<file path="src/rtl/cap_pkg.sv">
// Shared types for the ring capture controller.
package cap_pkg;
    // Frame sequencer phase: waiting for a tick, or writing channels.
    typedef enum logic {
        SEQ_IDLE  = 1'b0,
        SEQ_WRITE = 1'b1
    } seq_state_e;
endpackage

</file>
<file path="src/rtl/cap_ptr_ring.sv">
// Ring pointer unit.
// Holds the current frame position in the ring. The engine advances it by one
// per frame and it wraps to zero when the next position reaches the size.
// The host clear takes priority over an advance in the same cycle.
// Assumes cfg_size is held while frames are in progress.
module cap_ptr_ring #(
    parameter int SIZE_W = 10
) (
    input  logic              clk,
    input  logic              rst_n,
    input  logic              clr,
    input  logic              advance,
    input  logic [SIZE_W-1:0] size,
    output logic [SIZE_W-1:0] ptr
);
    logic [SIZE_W:0]   nxt_wide;
    logic [SIZE_W-1:0] ptr_q;

    // Next position with a spare bit so that size at its maximum still compares.
    always_comb begin
        nxt_wide = {1'b0, ptr_q} + {{SIZE_W{1'b0}}, 1'b1};
    end

    // Pointer register: host clear, then engine advance with wrap.
    always_ff @(posedge clk) begin
        if (!rst_n) begin
            ptr_q <= '0;
        end else if (clr) begin
            ptr_q <= '0;
        end else if (advance) begin
            ptr_q <= (nxt_wide >= {1'b0, size}) ? '0 : nxt_wide[SIZE_W-1:0];
        end
    end

    assign ptr = ptr_q;

    // a host clear always leaves the pointer at zero.
    p_clr_zero_r7: assert property (@(posedge clk) disable iff (!rst_n)
        clr |=> (ptr == '0));

    // after an advance the pointer lies inside the ring.
    p_ptr_in_ring_r4: assert property (@(posedge clk) disable iff (!rst_n)
        (advance && !clr && size != '0) |=> (ptr < $past(size)));

    // without an advance or a clear the pointer does not move.
    p_ptr_hold_r8: assert property (@(posedge clk) disable iff (!rst_n)
        (!advance && !clr) |=> $stable(ptr));
endmodule

</file>
<file path="src/rtl/cap_period_cnt.sv">
// Interrupt period countdown.
// Steps down once per completed frame. At 0 or 1 it raises a registered
// one-cycle interrupt and reloads from the period. A host load takes priority
// over the engine's update, but the interrupt still follows the old count.
// Assumes step pulses are at least two cycles apart.
module cap_period_cnt #(
    parameter int CNT_W = 10
) (
    input  logic             clk,
    input  logic             rst_n,
    input  logic             step,
    input  logic             host_set,
    input  logic [CNT_W-1:0] host_val,
    input  logic [CNT_W-1:0] period,
    output logic [CNT_W-1:0] cnt,
    output logic             irq
);
    logic [CNT_W-1:0] cnt_q;
    logic             irq_q;
    logic             hit;

    // Interrupt point: a frame completes while the count is at 0 or 1.
    always_comb begin
        hit = step && (cnt_q <= CNT_W'(1));
    end

    // Countdown and interrupt registers.
    always_ff @(posedge clk) begin
        if (!rst_n) begin
            cnt_q <= '0;
            irq_q <= 1'b0;
        end else begin
            irq_q <= hit;
            if (host_set) begin
                cnt_q <= host_val;
            end else if (hit) begin
                cnt_q <= period;
            end else if (step) begin
                cnt_q <= cnt_q - CNT_W'(1);
            end
        end
    end

    assign cnt = cnt_q;
    assign irq = irq_q;

    // the interrupt lasts a single cycle.
    p_irq_single_r5: assert property (@(posedge clk) disable iff (!rst_n)
        irq |=> !irq);

    // an ordinary frame takes exactly one off the count.
    p_cnt_step_r5: assert property (@(posedge clk) disable iff (!rst_n)
        (step && !host_set && cnt > CNT_W'(1)) |=> (cnt == $past(cnt) - CNT_W'(1)));

    // a host load is visible one cycle later.
    p_host_load_r6: assert property (@(posedge clk) disable iff (!rst_n)
        host_set |=> (cnt == $past(host_val)));
endmodule

</file>
<file path="src/rtl/cap_frame_seq.sv">
// Frame sequencer.
// Accepts a sample tick while running and idle, latches the frame, and emits
// one delay-memory write per channel on consecutive cycles. Channel i goes to
// base + i*size + ptr. The running flag is only updated between frames.
// Assumes base, size and ptr stay still while a frame is written (ptr only
// moves at frame end).
module cap_frame_seq
    import cap_pkg::*;
#(
    parameter int MAX_CH = 4,
    parameter int DATA_W = 16,
    parameter int ADDR_W = 16,
    parameter int SIZE_W = 10,
    parameter int CH_W   = $clog2(MAX_CH + 1)
) (
    input  logic                     clk,
    input  logic                     rst_n,
    input  logic                     trigger,
    input  logic [CH_W-1:0]          chans,
    input  logic [ADDR_W-1:0]        base,
    input  logic [SIZE_W-1:0]        size,
    input  logic [SIZE_W-1:0]        ptr,
    input  logic                     tick,
    input  logic [MAX_CH*DATA_W-1:0] frame_in,
    output logic                     mem_we,
    output logic [ADDR_W-1:0]        mem_addr,
    output logic [DATA_W-1:0]        mem_wdata,
    output logic                     running,
    output logic                     frame_done
);
    localparam int CHI_W = (MAX_CH > 1) ? $clog2(MAX_CH) : 1;

    seq_state_e               state_q;
    logic [CH_W-1:0]          ch_q;
    logic [CH_W-1:0]          last_ch_q;
    logic [ADDR_W-1:0]        off_q;
    logic [MAX_CH*DATA_W-1:0] frame_q;
    logic                     running_q;
    logic [CH_W-1:0]          chans_eff;
    logic                     run_cond;
    logic                     accept;
    logic [DATA_W-1:0]        lanes [MAX_CH];

    // Clamp the channel count to the number of lanes.
    always_comb begin
        chans_eff = (chans > CH_W'(MAX_CH)) ? CH_W'(MAX_CH) : chans;
        run_cond  = trigger && (chans != '0);
        accept    = (state_q == SEQ_IDLE) && running_q && tick;
        frame_done = (state_q == SEQ_WRITE) && (ch_q == last_ch_q);
    end

    // Split the latched frame into lanes.
    for (genvar g = 0; g < MAX_CH; g++) begin : g_lane
        assign lanes[g] = frame_q[g*DATA_W +: DATA_W];
    end

    // Sequencer state, channel index, plane offset and frame latch.
    always_ff @(posedge clk) begin
        if (!rst_n) begin
            state_q   <= SEQ_IDLE;
            ch_q      <= '0;
            last_ch_q <= '0;
            off_q     <= '0;
            frame_q   <= '0;
        end else if (accept) begin
            state_q   <= SEQ_WRITE;
            ch_q      <= '0;
            last_ch_q <= chans_eff - CH_W'(1);
            off_q     <= '0;
            frame_q   <= frame_in;
        end else if (state_q == SEQ_WRITE) begin
            if (frame_done) begin
                state_q <= SEQ_IDLE;
            end
            ch_q  <= ch_q + CH_W'(1);
            off_q <= off_q + ADDR_W'(size);
        end
    end

    // Running flag: follows the host only outside frames.
    always_ff @(posedge clk) begin
        if (!rst_n) begin
            running_q <= 1'b0;
        end else if ((state_q == SEQ_IDLE && !accept) || frame_done) begin
            running_q <= run_cond;
        end
    end

    assign mem_we    = (state_q == SEQ_WRITE);
    assign mem_addr  = base + off_q + ADDR_W'(ptr);
    assign mem_wdata = lanes[ch_q[CHI_W-1:0]];
    assign running   = running_q;

    // writes only happen while the substream runs.
    p_we_needs_run_r8: assert property (@(posedge clk) disable iff (!rst_n)
        mem_we |-> running);

    // running falls only outside a frame or at its closing edge.
    p_run_drop_boundary_r8: assert property (@(posedge clk) disable iff (!rst_n)
        $fell(running) |-> ($past(state_q) == SEQ_IDLE || $past(frame_done)));

    // channels are written in ascending order without gaps.
    p_ch_order_r3: assert property (@(posedge clk) disable iff (!rst_n)
        (mem_we && !frame_done) |=> (mem_we && ch_q == $past(ch_q) + CH_W'(1)));

    // a frame never writes more channels than there are lanes.
    p_ch_bound_r10: assert property (@(posedge clk) disable iff (!rst_n)
        mem_we |-> (ch_q < CH_W'(MAX_CH)));
endmodule

</file>
<file path="src/rtl/ring_capture_ctrl.sv">
// Ring-buffer capture controller, top level.
// Joins the frame sequencer, the ring pointer and the interrupt countdown.
// A completed frame advances the pointer and steps the countdown in the same
// edge. Assumes sample ticks are spaced at least N+1 cycles apart for N
// channels (closer ticks are dropped), and SIZE_W <= ADDR_W.
module ring_capture_ctrl #(
    parameter int MAX_CH = 4,
    parameter int DATA_W = 16,
    parameter int ADDR_W = 16,
    parameter int SIZE_W = 10,
    parameter int CNT_W  = 10,
    parameter int CH_W   = $clog2(MAX_CH + 1)
) (
    input  logic                     clk,
    input  logic                     rst_n,
    input  logic [ADDR_W-1:0]        cfg_base,
    input  logic [SIZE_W-1:0]        cfg_size,
    input  logic [CH_W-1:0]          cfg_chans,
    input  logic [CNT_W-1:0]         cfg_period,
    input  logic                     host_trigger,
    input  logic                     host_ptr_clr,
    input  logic                     host_cnt_set,
    input  logic [CNT_W-1:0]         host_cnt_val,
    input  logic                     sample_tick,
    input  logic [MAX_CH*DATA_W-1:0] sample_in,
    output logic                     mem_we,
    output logic [ADDR_W-1:0]        mem_addr,
    output logic [DATA_W-1:0]        mem_wdata,
    output logic [SIZE_W-1:0]        cur_ptr,
    output logic [CNT_W-1:0]         countdown,
    output logic                     running,
    output logic                     irq
);
    logic frame_done;

    // Frame sequencer: tick acceptance, per-channel writes, running flag.
    cap_frame_seq #(
        .MAX_CH (MAX_CH),
        .DATA_W (DATA_W),
        .ADDR_W (ADDR_W),
        .SIZE_W (SIZE_W),
        .CH_W   (CH_W)
    ) u_seq (
        .clk        (clk),
        .rst_n      (rst_n),
        .trigger    (host_trigger),
        .chans      (cfg_chans),
        .base       (cfg_base),
        .size       (cfg_size),
        .ptr        (cur_ptr),
        .tick       (sample_tick),
        .frame_in   (sample_in),
        .mem_we     (mem_we),
        .mem_addr   (mem_addr),
        .mem_wdata  (mem_wdata),
        .running    (running),
        .frame_done (frame_done)
    );

    // Ring pointer: advanced per frame, cleared by the host.
    cap_ptr_ring #(
        .SIZE_W (SIZE_W)
    ) u_ptr (
        .clk     (clk),
        .rst_n   (rst_n),
        .clr     (host_ptr_clr),
        .advance (frame_done),
        .size    (cfg_size),
        .ptr     (cur_ptr)
    );

    // Interrupt countdown: stepped per frame, loaded by the host.
    cap_period_cnt #(
        .CNT_W (CNT_W)
    ) u_cnt (
        .clk      (clk),
        .rst_n    (rst_n),
        .step     (frame_done),
        .host_set (host_cnt_set),
        .host_val (host_cnt_val),
        .period   (cfg_period),
        .cnt      (countdown),
        .irq      (irq)
    );

    // an interrupt is always the result of a frame that just closed.
    p_irq_after_frame_r5: assert property (@(posedge clk) disable iff (!rst_n)
        irq |-> $past(frame_done));
endmodule

</file>
<file path="config.mk">
export PLATFORM = sky130hd
export DESIGN_NAME = ring_capture_ctrl
export DESIGN_NICKNAME = d
export VERILOG_FILES = /design/src/rtl/cap_pkg.sv /design/src/rtl/cap_ptr_ring.sv /design/src/rtl/cap_period_cnt.sv /design/src/rtl/cap_frame_seq.sv /design/src/rtl/ring_capture_ctrl.sv
export SDC_FILE = /design/constraint.sdc
export NUM_CORES = 1
export LEC_CHECK = 0
export CORE_ASPECT_RATIO = 0.75
export CORE_UTILIZATION = 53
export CTS_CLUSTER_DIAMETER = 200
export CTS_CLUSTER_SIZE = 28
export DETAILED_ROUTE_END_ITERATION = 8
export GPL_TIMING_DRIVEN = 0
export PLACE_DENSITY = 0.93
export SLEW_MARGIN = 40
export SYNTH_ARGS = -nofsm -noshare
export SYNTH_HDL_FRONTEND = slang
export SYNTH_SLANG_ARGS = --single-unit
</file>
<file path="constraint.sdc">
create_clock -name clk -period 11.8 [get_ports clk]
set_clock_uncertainty 0.1 [all_clocks]
set_input_delay 2.36 -clock clk [delete_from_list [all_inputs] [get_ports clk]]
set_output_delay 2.36 -clock clk [all_outputs]
set_load 0.005 [all_outputs]
</file>
== After elaboration in Yosys (flattened, before gate mapping) ==
Index checks and enable logic that the tools add are counted.

* Flip-flop bits (word level): 109
* Bits in latches: 0
* Bits in writable memories: 0
* ROM bits: 0
* Logic and storage cells: 47
* Memories: 0

* Add/subtract/negate cells: 7
* $mul: 0
* Div/mod/pow operators: 0
* Magnitude comparators: 4
* Eq/ne operators: 1
* Shift operators: 0
* Mux-type cells: 11
* Bitwise logic cells: 3
* Reductions and logical operators: 12

{| class="wikitable"
|+ Operators with widths
! cell !! count
|-
| $mux 10 || 4
|-
| $add 16x10->16 || 2
|-
| $bmux 16 s2 || 1
|-
| $mux 16 || 2
|-
| $add 16x16->16 || 1
|-
| $add 10x1->11 const B || 1
|-
| $ge 11x10->1 || 1
|-
| $le 10x1->1 const B || 1
|-
| $sub 10x1->10 const B || 1
|-
| $logic_and 1x1->1 || 6
|-
| $reduce_bool 3->1 || 2
|-
| $reduce_or 2->1 || 2
|-
| $add 3x1->3 const B || 1
|-
| $eq 3x3->1 || 1
|-
| $ge 3x3->1 const B || 1
|-
| $gt 3x3->1 const B || 1
|-
| $mux 1 || 3
|-
| $mux 3 || 1
|-
| $not 2->3 || 1
|-
| $sub 3x1->3 const B || 1
|-
| $not 1->1 || 2
|-
| $logic_not 1->1 || 1
|-
| $logic_or 1x1->1 || 1
|}

== Depth between registers and ports, before layout ==
Gate-level depths: netlist (run 1).

* Word-level depth: 6
* Depth in mapped cells: 12
* Depth with buffers taken out: 12

== By module ==
A second synthesis (run 1) with hierarchy kept.

* Cells, all modules: 773
* Area total of the unflattened synthesis: 6,696.4 um^2

{| class="wikitable"
|+ By module, submodules not included
! module !! instances !! cells an instance !! area each (um^2)
|-
| cap_frame_seq || 1 || 573 || 5,051.1
|-
| cap_ptr_ring || 1 || 106 || 882.1
|-
| cap_period_cnt || 1 || 94 || 763.2
|}

== Least setup slack after synthesis (run 1) ==
Ideal clock, no wire load.

* Kind: input to output
* Start point: input cfg_base[1]
* End point: output mem_addr[15]
* Arrival time: 4.631 ns
* Data required time: 9.340 ns
* Slack: 4.709 ns
* Stages on the path: 9
* Path buffers: 0
* Path through: fa_1 -> ha_1 -> fa_1 -> a211oi_1 -> nor2_1 -> o21ai_1 -> o21ai_1 -> o21ba_2 -> o311ai_1

* Longest elaborated chain between the ends: 2

{| class="wikitable"
|+ Ends and longest elaborated chain
! element !! line !! source
|-
| start, declared || ring_capture_ctrl.sv:16 || <nowiki>input logic [ADDR_W-1:0] cfg_base,</nowiki>
|-
| $add 16x16->16 || cap_frame_seq.sv:90 || <nowiki>assign mem_addr = base + off_q + ADDR_W'(ptr);</nowiki>
|-
| $add 16x10->16 || cap_frame_seq.sv:90 ||
|-
| end, declared || ring_capture_ctrl.sv:27 || <nowiki>output logic [ADDR_W-1:0] mem_addr,</nowiki>
|}

No other way between the ends.

== Worst setup path after layout (run 1) ==
Same ends and word-level chain as after synthesis.

==> impl_metrics.json, run 1 <==
{
  "multi_input_area_um2": 4200,
  "grt_pass1_wl_um": 30240,
  "drive_gt1_share_pct": 5.052,
  "fin_hold_ws_ps": 356.9,
  "crit_arrival_ps": 5910,
  "htreeDepth": 3,
  "p_per_area_nw_per_um2": 101.5,
  "cts_setup_buffers": 0,
  "dp_hpwl_um": 15260,
  "p_leak_nw": 3.471,
  "crit_path_end_kind": "primary output",
  "grt_start_max_net_pins": 23,
  "io_buffers": 173,
  "syn-num-nets": 954,
  "synthDominantCellAreaShare_pct": 33.01,
  "drt_iter0_markers": 581,
  "die_w_um": 131.0,
  "num_vias": 6530,
  "synth_most_common_cell": "nand2_1",
  "place.gp.congestion": 0.9277,
  "finalCritPeriodShare_pct": 70.97,
  "synth-seq-area-share_pct": 33.01,
  "syn_inst": 779,
  "yosys_warnings": 0,
  "ant_nets": 0,
  "worstPathCellList": "clkdlybuf4s50_1, fa_1, ha_1, fa_1, a211oi_1, nor2_1, o21ai_1, o21ai_1, o21ba_2, o311ai_1, clkdlybuf4s50_1",
  "hold_viol": 0,
  "grt_antenna_before_repair": 0,
  "cts_tree": "done",
  "root_buffer": "clkbuf_16",
  "grt_pass1_vias": 5980,
  "worst_path_largest_cell_delay_ps": 540,
  "ys_ff_latch": 109,
  "cts_buffer_depth": 2,
  "period_needed_ps": 8374,
  "worst_slew_pin_slew_ps": 830.5,
  "path_clk_slew_ps": 80,
  "netlist_area_um2": 6610,
  "hp-class": "flip-flop to flip-flop",
  "gr-total-overflow": 0,
  "setup_slack_ps": 3426,
  "vdd_drop_max_uv": 82.01,
  "setup_tns_ps": 0,
  "synth_edf_count": 0,
  "cts_buffers": 9,
  "cts.sinks": 109,
  "fmax_ghz": 0.1194,
  "path_class": "primary input to primary output",
  "die_area_um2": 12930,
  "wl_per_cell_um": 17.37,
  "cp-start-kind": "primary input",
  "crit_required_ps": 9340,
  "cp_slowest_cell": "clkdlybuf4s50_1",
  "synth_area_leader_cell": "dfxtp_1",
  "vias_per_cell": 5.769,
  "io-pin-count": 174,
  "place_ws_ps": 3448,
  "fill_cells": 856,
  "final-seq-area_um2": 2182,
  "core_area_um2": 11870,
  "fin_nets": 1140,
  "outcome": "finished, final reports clean",
  "hold_buffers": 0,
  "async_flop_share_pct": 0,
  "cap_violations": 0,
  "ys.flop_type": "dfxtp_1",
  "reg2reg_slack_ps": 8300,
  "drt-pass1-iter-count": 5,
  "insertion_delay_ps": 350,
  "drv_slew": 0,
  "critical_path.max_fanout": 3,
  "setup_violations": 0,
  "syn_to_final_growth_pct": 34.15,
  "dieHeight_um": 98.72,
  "drc_errors": 0,
  "wirelength_um": 19660,
  "max-slew-margin-rel_pct": 44.17,
  "antennaDiodeCount": 0,
  "start_util_pct": 55.69,
  "fin_total_pwr_w": 0.0009002,
  "cts_resized": 0,
  "synth_common_cells": "nand2_1 (179), dfxtp_1 (109), a21boi_1 (46)",
  "ys_types": 61,
  "grt_use_total_pct": 30.43,
  "rsz0062_at_grt": "false",
  "placement_rows": 34,
  "syn_avg_cell_area_um2": 8.485,
  "synth_area_leaders": "dfxtp_1 (33%), nand2_1 (10%), ha_1 (8.3%)"
}
==> worst paths after layout <==
kind | start | to | cells after the start
max | cfg_base[1] | mem_addr[15] | 11
min | u_seq.frame_q[63] | u_seq.frame_q[63] | 2
max reg2reg | u_ptr.ptr[0] | u_ptr.ptr[0] | 12
min reg2reg | u_seq.frame_q[63] | u_seq.frame_q[63] | 2
==> critical path, delay by kind of cell <==
| family | cells | cell delay (ps) |
|---|---|---|
| AOI/OAI and AO/OA | 5 | 1260 |
| adders and majority gates | 3 | 1170 |
| buffers and inverters | 2 | 970 |
| and+or+nand+nor | 1 | 140 |
==> sequential cells by signal, summed over array words and instances, names as in the netlist, 3 cells and up <==
signal	cells
u_cnt.cnt	10
u_seq.frame_q	64
u_seq.last_ch_q	3
u_seq.off_q	16
u_seq.ch_q	3
u_ptr.ptr	10
==> placed cells by master (no fill, tap or decap), types with 8 or more instances in the layout <==
cell type / instances
xnor2_1: 19
nand3_1: 13
a21boi_0: 20
o21ai_1: 15
o211ai_1: 11
a21boi_1: 46
clkbuf_1: 31
inv_1: 24
nand2b_1: 10
mux4_2: 16
a21oi_1: 30
a21o_1: 11
dfxtp_1: 109
fa_1: 12
nor3_1: 8
nor2_1: 41
clkbuf_16: 9
clkdlybuf4s50_1: 173
nand2_1: 179
mux2i_1: 9
o21ai_0: 20
ha_1: 44
==> kinds of logic after synthesis <==
logic type / after synthesis / share of synthesized area, %
simple gates: 305 / 20.59
compound gates: 199 / 20.82
flops: 109 / 33.01
buf+inv: 60 / 3.445
fa+ha+maj: 56 / 11.96
mux: 26 / 6.985
xor+xnor: 24 / 3.180
==> where the power goes <==
| part | total [W] | switching (W) | internal, W |
|---|---|---|---|
| clock | 0.000312 | 0.000159 | 0.000153 |
| combinational | 0.000193 | 0.0000887 | 0.000104 |
| sequential | 0.000396 | 0.0000141 | 0.000382 |
| total | 0.000900 | 0.000262 | 0.000639 |
==> routing by layer <==
metal / wire length, µm / vias to the layer above / track usage (%) / share of wire (%)
met5: 0 / - / 0 / 0
met4: 319 / 0 / 6.897 / 1.6
met3: 1668 / 31 / 5.266 / 8.5
met2: 8551 / 318 / 45.87 / 43
met1: 9118 / 3051 / 45.16 / 46
li1: - / 3130 / - / -
==> through the flow <==
step | cell area, µm² | std cells | util [%]
finish | 8867 | 1132 | 74.71
CTS | 8853 | 1130 | 74.59
global route | 8867 | 1132 | 74.71
global placement | 8544 | 1114 | 71.99
detailed placement | 8544 | 1114 | 71.99
floorplan | 6610 | 779 | -
==> layout make-up <==
type	count	area share [%]
clock buffers	9	2.540
plain buffers	36	1.566
well taps	162	2.286
multi-input cells	610	47.37
repair buffers	175	19.67
inverters	24	1.016
clock inverters	7	0.9454
flip-flops and latches	109	24.61
(Power assumes the default switching activity.)
==> inputs of run 2 (changes only) <==
- CORE_UTILIZATION: 53 -> 50
- PLACE_DENSITY: 0.93 -> 0.89
- clock period: 11.8 -> 8.15 ns (I/O delays scaled with it)
==> impl_metrics.json, run 2 (same netlist as run 1, synthesis figures left out) <==
{
  "outcome": "finished, final reports clean",
  "cp_slowest_cell": "clkdlybuf4s50_1",
  "cts_tree": "done",
  "layout.cells.non_filler": 1135,
  "die_area_um2": 13690,
  "r2r_end": "u_ptr.ptr[2]",
  "num_vias": 6443,
  "worst_slew_pin_slew_ps": 798.7,
  "fin_nets": 1139,
  "setup_tns_ps": 0,
  "crit_arrival_ps": 5130,
  "layout_common_cells": "nand2_1 (179), clkdlybuf4s50_1 (173), dfxtp_1 (109), a21boi_1 (46), ha_1 (44)",
  "ant_nets": 0,
  "fill_cells": 984,
  "p_sw_w": 0.0003676,
  "hp-class": "flip-flop to flip-flop",
  "setup_violations": 0,
  "hp-start": "u_seq.frame_q[53]",
  "min_path_cells": 2,
  "final_common_cell": "nand2_1",
  "reg2reg_slack_ps": 4630,
  "switching_share_pct": 27.89,
  "final-seq-area_um2": 2182,
  "wirelength_um": 19210,
  "p_leak_nw": 3.471,
  "p_comb_share_pct": 21.0,
  "pwr-share-seq_pct": 43.5,
  "cap_violations": 0,
  "period_needed_ps": 6857,
  "start_util_pct": 52.59,
  "finalCritPeriodShare_pct": 84.13,
  "path_clk_slew_ps": 80,
  "critical_path.max_fanout": 3,
  "wl_per_cell_um": 16.93,
  "hold_buffers": 0,
  "multi_input_area_um2": 4200,
  "largestRegisters": "u_seq.frame_q: 64 flops, u_seq.off_q: 16 flops",
  "cp-start-kind": "primary input",
  "place.gp.congestion": 0.8870,
  "placement_rows": 35,
  "root_buffer": "clkbuf_16",
  "grt_antenna_before_repair": 0,
  "hold_end": "u_seq.frame_q[53]",
  "fmax_ghz": 0.1458,
  "crit_path_end_kind": "primary output",
  "cts_buffer_depth": 2,
  "drc_errors": 0,
  "clkPwrFrac_pct": 35.5,
  "core_area_um2": 12570,
  "htreeDepth": 3,
  "worstPathCellList": "clkdlybuf4s50_1, fa_1, ha_1, fa_1, a211oi_1, nor2_1, o21ai_1, o21ai_1, o21ba_2, o311ai_1, clkdlybuf4s50_1",
  "antennaDiodeCount": 0,
  "grt_start_max_net_pins": 21,
  "io_buffers": 173,
  "largest_reg_flops": 64,
  "dp_cells": 1118,
  "cts_resized": 0,
  "drt_iter0_markers": 561,
  "insertion_delay_ps": 350,
  "io-pin-count": 174,
  "drv_slew": 0,
  "cts_setup_buffers": 0,
  "vias_per_cell": 5.677,
  "cts_buffers": 9,
  "dp_hpwl_um": 15100,
  "crit_required_ps": 6420,
  "cp_num_buf_inv": 2,
  "vdd_drop_max_uv": 114.4,
  "regMostFlops": "u_seq.frame_q",
  "rr_worst_depth": 12,
  "grt_pass1_wl_um": 29710,
  "die_w_um": 134.8,
  "cts.sinks": 109,
  "hold_viol": 0,
  "dieHeight_um": 101.6,
  "path_class": "primary input to primary output",
  "worst_path_largest_cell_delay_ps": 540,
  "gr-total-overflow": 0,
  "rsz0062_at_grt": "false",
  "cp_top_family": "compound AO/OA/AOI/OAI gates",
  "grt_pass1_vias": 5763,
  "p_int_w": 0.0009503,
  "grt_use_total_pct": 27.99,
  "drt-pass1-iter-count": 5,
  "max-slew-margin-rel_pct": 46.31,
  "drive_gt1_share_pct": 4.954,
  "r2r_start": "u_ptr.ptr[0]",
  "p_per_area_nw_per_um2": 148.6,
  "syn_to_final_growth_pct": 34.17
}
==> run 2: cell types whose count changed in the layout (fill, tap and decap cells not counted), sizes merged <==
cell / previous run / this run
clkinv: 3 / 1
buf: 5 / 4
bufinv: 0 / 1
inv: 28 / 29
==> run 2: area by class of cell <==
class | count | share of cell area, %
Multi-Input combinational cell | 610 | 47.36
Sequential cell | 109 | 24.60
Timing Repair Buffer | 174 | 19.58
Clock buffer | 9 | 2.540
Tap cell | 166 | 2.342
Buffer | 36 | 1.566
Inverter | 24 | 1.016
Clock inverter | 7 | 0.9876
==> run 2: metrics by stage <==
| step | utilization [%] | power (W) | cell area, µm² | hold slack (ps) | worst slack (ps) |
|---|---|---|---|---|---|
| 2_1_floorplan | - | 0.0007208 | 6610 | 331.9 | 2519 |
| 3_3_place_gp | 68.02 | 0.0008522 | 8549 | 339.2 | 1341 |
| 3_5_place_dp | 68.02 | 0.0008583 | 8549 | 342.6 | 1301 |
| 4_1_cts | 70.51 | 0.001321 | 8862 | 353.3 | 1297 |
| 5_1_grt | 70.56 | 0.001373 | 8869 | 375.0 | 1047 |
| 6_report | 70.56 | 0.001318 | 8869 | 354.0 | 1293 |
==> run 2: worst reg2reg max path: cells and delay by family (launching register included) <==
kind | cells | cell delay (ps)
AND/OR/NAND/NOR | 6 | 1130
AO/OA/AOI/OAI | 3 | 950
adder cells (fa/ha/maj) | 2 | 530
flip-flops | 1 | 460
buffers and inverters | 1 | 290
==> run 2: metal layers <==
| layer | part of all wire (%) | GRT usage [%] | up-vias | wire (µm) |
|---|---|---|---|---|
| li1 | - | - | 3129 | - |
| met1 | 46 | 41.50 | 3003 | 8773 |
| met2 | 44 | 41.95 | 293 | 8402 |
| met3 | 9.5 | 5.706 | 18 | 1830 |
| met4 | 1.1 | 5.532 | 0 | 208 |
| met5 | 0 | 0 | - | 0 |
==> run 2: how the worst max path moves through the flow <==
| stage | start | end | slack, ps | cells past startpoint |
|---|---|---|---|---|
| after floorplan | cfg_base[1] | mem_addr[15] | 2520 | 9 |
| after global placement | cfg_base[1] | mem_addr[15] | 1340 | 11 |
| after detailed placement | cfg_base[1] | mem_addr[15] | 1300 | 11 |
| after CTS | cfg_base[1] | mem_addr[15] | 1300 | 11 |
| after global routing | cfg_base[1] | mem_addr[15] | 1050 | 11 |
| final | cfg_base[1] | mem_addr[15] | 1290 | 11 |
==> run 2: power by group through the flow <==
stage / Clock [W] / Combinational [W] / Sequential (W)
after floorplan: 0 / 0.000143 / 0.000577
after global placement: 0 / 0.000269 / 0.000584
after detailed placement: 0 / 0.000274 / 0.000584
after CTS: 0.000474 / 0.000275 / 0.000572
after global routing: 0.000495 / 0.000303 / 0.000575
final: 0.000468 / 0.000277 / 0.000573
==> inputs of run 3 (changes only) <==
- clock period: 8.15 -> 6.6 ns (I/O delays scaled with it)
==> results of run 3 <==
Same layout as run 2 (identical final DEF). Status: finished, final reports clean.
Among the figures that moved: setup slack after placement 1301 ps -> 371.0 ps; setup slack after layout 1293 ps -> 363.5 ps; register-to-register setup slack 4630 ps -> 3080 ps; total power 0.001318 W -> 0.001627 W; worst IR drop on VDD 114.4 µV -> 141.2 µV
